## config.mk

```make
export PLATFORM = sky130hd
export DESIGN_NAME = tagged_arith_unit
export DESIGN_NICKNAME = d
export VERILOG_FILES = /design/src/rtl/tagsub_pkg.sv /design/src/rtl/tagsub_tag_chk.sv /design/src/rtl/tagsub_alu.sv /design/src/rtl/tagsub_flag_reg.sv /design/src/rtl/tagged_arith_unit.sv
export SDC_FILE = /design/constraint.sdc
export NUM_CORES = 1
export LEC_CHECK = 0
export BUFFER_PORTS_ARGS = -buffer_cell sky130_fd_sc_hd__buf_2
export CORE_ASPECT_RATIO = 1.4
export CORE_UTILIZATION = 31
export CTS_BUF_LIST = sky130_fd_sc_hd__clkbuf_4
export CTS_CLUSTER_DIAMETER = 120
export DETAILED_ROUTE_END_ITERATION = 16
export PLACE_DENSITY = 0.6
export SLEW_MARGIN = 0
export SYNTH_ARGS = -nofsm -noshare
export SYNTH_HDL_FRONTEND = slang
export SYNTH_SLANG_ARGS = --single-unit
```

## constraint.sdc

```tcl
create_clock -name clk -period 4.8 [get_ports clk]
set_input_delay 0.24 -clock clk [delete_from_list [all_inputs] [get_ports clk]]
set_output_delay 0.24 -clock clk [all_outputs]
set_load 0.1 [all_outputs]
```

## src/rtl/tagsub_pkg.sv

```systemverilog
package tagsub_pkg;
  typedef struct packed {
    logic n;
    logic z;
    logic v;
    logic c;
  } cc_t;
endpackage

```

## src/rtl/tagsub_tag_chk.sv

```systemverilog
module tagsub_tag_chk #(
  parameter int WIDTH    = 32,
  parameter int TAG_BITS = 2
) (
  input  logic [WIDTH-1:0] a,
  input  logic [WIDTH-1:0] b,
  output logic             tag_bad
);
  always_comb tag_bad = |(a[TAG_BITS-1:0] | b[TAG_BITS-1:0]);
endmodule

```

## src/rtl/tagsub_alu.sv

```systemverilog
module tagsub_alu #(
  parameter int WIDTH = 32
) (
  input  logic [WIDTH-1:0] a,
  input  logic [WIDTH-1:0] b,
  input  logic             sub,
  output logic [WIDTH-1:0] res,
  output logic             carry,
  output logic             ovf
);
  logic [WIDTH-1:0] ovf_vec;

  always_comb begin
    if (sub) begin
      res     = a - b;
      carry   = (a < b);
      ovf_vec = (a ^ b) & (a ^ res);
    end else begin
      res     = a + b;
      carry   = (res < a);
      ovf_vec = ~(a ^ b) & (a ^ res);
    end
    ovf = ovf_vec[WIDTH-1];
  end
endmodule

```

## src/rtl/tagsub_flag_reg.sv

```systemverilog
module tagsub_flag_reg
  import tagsub_pkg::*;
#(
  parameter int WIDTH = 32
) (
  input  logic             clk,
  input  logic             rst_n,
  input  logic             commit,
  input  logic [WIDTH-1:0] res,
  input  logic             carry,
  output cc_t              cc
);
  always_ff @(posedge clk) begin
    if (!rst_n) begin
      cc <= '0;
    end else if (commit) begin
      cc.n <= res[WIDTH-1];
      cc.z <= (res == '0);
      cc.v <= 1'b0;
      cc.c <= carry;
    end
  end

  AST_V_CLEAR_AFTER_COMMIT: assert property (@(posedge clk) disable iff (!rst_n)
    commit |=> !cc.v);
endmodule

```

## src/rtl/tagged_arith_unit.sv

```systemverilog
module tagged_arith_unit
  import tagsub_pkg::*;
#(
  parameter int WIDTH    = 32,
  parameter int TAG_BITS = 2
) (
  input  logic             clk,
  input  logic             rst_n,
  input  logic             op_valid,
  input  logic             op_sub,
  input  logic [WIDTH-1:0] opnd_a,
  input  logic [WIDTH-1:0] opnd_b,
  output logic             res_valid,
  output logic [WIDTH-1:0] res_data,
  output logic             trap_tag,
  output logic             flag_n,
  output logic             flag_z,
  output logic             flag_v,
  output logic             flag_c
);
  logic             tag_bad;
  logic [WIDTH-1:0] alu_res;
  logic             alu_carry;
  logic             alu_ovf;
  logic             trap_now;
  logic             commit;
  cc_t              cc;

  tagsub_tag_chk #(.WIDTH(WIDTH), .TAG_BITS(TAG_BITS)) u_tag (
    .a(opnd_a), .b(opnd_b), .tag_bad(tag_bad)
  );

  tagsub_alu #(.WIDTH(WIDTH)) u_alu (
    .a(opnd_a), .b(opnd_b), .sub(op_sub),
    .res(alu_res), .carry(alu_carry), .ovf(alu_ovf)
  );

  always_comb begin
    trap_now = op_valid & (tag_bad | alu_ovf);
    commit   = op_valid & ~trap_now;
  end

  tagsub_flag_reg #(.WIDTH(WIDTH)) u_flags (
    .clk(clk), .rst_n(rst_n), .commit(commit),
    .res(alu_res), .carry(alu_carry), .cc(cc)
  );

  always_ff @(posedge clk) begin
    if (!rst_n) begin
      res_valid <= 1'b0;
      trap_tag  <= 1'b0;
      res_data  <= '0;
    end else begin
      res_valid <= commit;
      trap_tag  <= trap_now;
      if (commit) res_data <= alu_res;
    end
  end

  always_comb begin
    flag_n = cc.n;
    flag_z = cc.z;
    flag_v = cc.v;
    flag_c = cc.c;
  end

  AST_TAG_TRAPS: assert property (@(posedge clk) disable iff (!rst_n)
    (op_valid && |(opnd_a[TAG_BITS-1:0] | opnd_b[TAG_BITS-1:0])) |=> (trap_tag && !res_valid));
  AST_HOLD_ON_TRAP: assert property (@(posedge clk) disable iff (!rst_n)
    trap_tag |-> ($stable(cc) && $stable(res_data)));
  AST_IDLE_QUIET: assert property (@(posedge clk) disable iff (!rst_n)
    !op_valid |=> (!res_valid && !trap_tag));
  AST_PULSE_EXCL: assert property (@(posedge clk) disable iff (!rst_n)
    !(res_valid && trap_tag));
  AST_ZERO_MATCH: assert property (@(posedge clk) disable iff (!rst_n)
    res_valid |-> (flag_z == (res_data == '0)));
endmodule

```

==> flow_metrics.py <==
metrics = {
    "cts": {
        "clk_latency_ps": 350,
        "post_cts_resized": 0,
        "tritoncts": "built",
        "cts_sinks": 36,
        "hold_buffers": 0,
        "clk_path_buf_depth": 2,
        "cts_buffers": 5,
        "htreeDepth": 2,
        "postCtsSetupBuffers": 0,
        "root_buffer": "clkbuf_4",
        "path_clk_slew_ps": 130,
    },
    "place": {
        "place_hpwl_um": 17600,
        "place_ws_ps": 251,
        "portBuffers": 104,
        "gp_congestion": 0.991,
        "placed_area_um2": 7070,
    },
    "global_routing": {
        "grt_max_degree": 49,
        "antenna_found_initial": 0,
        "grt_use_total": 0.201,
        "use_met1": 0.231,
        "busiest_layer": "met2",
        "grt_overflow": 0,
        "grtUsageMet2": 0.363,
        "grt_pass1_vias": 6557,
        "grt_first_pass_wirelength_um": 33400,
        "use_met3": 0.0136,
    },
    "yosys": {
        "synth-compound-area-share": 0.293,
        "synthXorXnorAreaFrac": 0.0676,
        "synthesis.area_um2": 6350,
        "netlist_instances": 877,
        "synth_warnings": 0,
        "synth_mux_area_frac": 0.00808,
        "yosys.area_share.adder": 0.193,
        "seq_area_frac_synth": 0.113,
        "synthDistinctLibCells": 87,
        "async_flop_share": 0,
        "synthesis.nets": 1042,
        "ys_seq_elements": 36,
        "avgSynthCellArea_um2": 7.24,
        "yosys.area_share.simple": 0.228,
        "synth_edf_count": 0,
        "synth_top_family_by_area": "compound AO/OA/AOI/OAI gates",
        "synth_ff_type": "dfxtp_1",
    },
    "cells_and_area": {
        "antenna_cells": 0,
        "layout_commonest_cell": "buf_2",
        "area_delta_synth_final_pct": 12.7,
        "most-common-layout-cells": "104 x buf_2, 96 x inv_1, 95 x ha_1, 87 x nor2_1, 75 x a21oi_1",
        "final_nets": 1125,
        "drive_gt1_frac": 0.176,
        "postLayoutCellArea_um2": 7160,
    },
    "timing": {
        "fmax_ghz": 0.239,
        "relSlewSlack": 0.298,
        "finalWorstSetupSlack_ps": 611,
        "fin_skew_ps": 0,
        "final-setup-viol-count": 0,
        "slew_viol_final": 0,
        "tightest_slew_ps": 1050,
        "whs_ps": 122,
        "setup_tns_ps": 0,
        "hold_viol": 0,
        "finalCriticalPeriod_ps": 4190,
        "rsz0062_at_grt": "false",
        "finalCritPeriodShare": 0.873,
    },
    "drt": {
        "dr.pass1.iters": 5,
        "drt_wl_total_um": 21000,
        "vias_per_cell": 5.53,
        "first_iter_violations": 415,
        "wl_per_cell_um": 17.3,
        "drc_errors": 0,
        "antenna_left": 0,
        "vias": 6709,
    },
    "job": {
        "cap_violations": 0,
    },
    "pwr": {
        "p_leak_nw": 3.31,
        "power.density_nw_per_um2": 204,
        "vdd_drop_max_uv": 114,
        "p_total_mw": 1.46,
    },
    "worst_hold_path": {
        "hold_end": "trap_tag",
        "hold_depth": 3,
        "min_from": "op_valid",
        "min_path_type": "input pin to flip-flop",
    },
    "floorplanning": {
        "die_h_um": 171,
        "die_area_um2": 21100,
        "rows": 61,
        "io_pins": 106,
        "initial_utilization": 0.318,
        "die_x_um": 123,
        "core-area_um2": 20000,
    },
    "setup_path": {
        "path_max_fanout": 8,
        "reg2reg_to": "res_data[14]",
        "r2r_cells": 2,
        "cpPeakStageDelay_ps": 760,
        "path_cells": "buf_2, ha_1, nor4_1, nand3_1, a21oi_1, o41a_1, a21oi_1, nand2b_1, a21oi_1, xnor2_1, ha_1, nor2b_1, o21ai_0, nand2b_1, a21oi_1, nor2b_1, o21ai_0, nand2b_1, a211oi_1, o21ai_0, a31oi_1",
        "cp-end-kind": "flip-flop",
        "slowest_stage": "nor4_1",
        "cp_data_arrival_time_ps": 4470,
        "worstSetupPathType": "input pin to flip-flop",
        "r2r_slack_ps": 4000,
        "cp_common_cell": "a21oi_1",
        "startpoint_type": "input pin",
        "r2r_start": "res_data[14]",
        "worstPathRequired_ps": 5080,
    },
    "status": {
        "run_status": "finished clean",
    },
}
[synth_stat cells (17+ instances only)]
library cell  number  area [um2]
o21ai_0           37         185
nand4_1           20         125
clkbuf_1          18        67.6
nand2_1           47         176
inv_1             96         360
nor2_1            87         327
dfxtp_1           36         721
ha_1              95        1190
o211ai_1          17         128
nor3_1            35         175
a21oi_1           75         375
xnor2_1           41         359
[state kept, by name, indices dropped and copies added, names as in the netlist]
register    cells
res_data       32
trap_tag        1
res_valid       1
u_flags.cc      2
[stage by stage]
stage          std cells  utilization
3_5_place_dp        1205        0.354
6_report            1213        0.358
4_1_cts             1213        0.358
3_3_place_gp        1205        0.354
5_1_grt             1213        0.358
2_1_floorplan        877            -
[kinds of logic (layout without fill, tap and decap cells)]
family / count (synthesis) / count (layout)
AO/OA/AOI/OAI: 262 / 262
XOR/XNOR: 49 / 49
adder cells (fa/ha/maj): 97 / 97
buffers and inverters: 147 / 231
flip-flops: 36 / 36
multiplexers: 5 / 5
other: 1 / 1
AND/OR/NAND/NOR: 280 / 280
[critical path, delay by kind of cell]
kind | cells | cell delay [ps]
simple gates | 7 | 1370
xor+xnor | 1 | 140
compound gates | 10 | 1880
fa+ha+maj | 2 | 700
buf+inv | 1 | 120
[power breakdown]
part           total (mW)  internal, mW  switching [mW]
clock network       0.232         0.111           0.121
registers           0.308         0.305         0.00331
logic               0.918         0.344           0.574
total                1.46         0.761           0.698
[final cells by class]
type	instances	area, um2
Fill cell	2231	12800
Multi-Input combinational cell	694	5020
Sequential cell	36	721
Timing Repair Buffer	118	626
Inverter	105	394
Tap cell	252	315
Clock inverter	3	46.3
Clock buffer	5	37.5
[metal layers]
layer  up-vias  wire, um
li1       3324         -
met1      3083      8480
met2       227     10500
met3        75       819
met4         0      1240
met5         -         0
[worst max-delay path by stage]
stage / startpoint / endpoint / slack (ps) / depth (start not counted)
after detailed placement: opnd_a[6] / res_data[14] / 250 / 17
final: opnd_a[14] / u_flags.cc[0] / 610 / 21
after global routing: opnd_b[14] / u_flags.cc[0] / 150 / 22
after global placement: opnd_a[6] / res_data[14] / 330 / 17
after CTS: opnd_a[6] / res_data[14] / 650 / 17
after floorplan: opnd_a[0] / u_flags.cc[0] / 970 / 21
(Power assumes the default switching activity.)
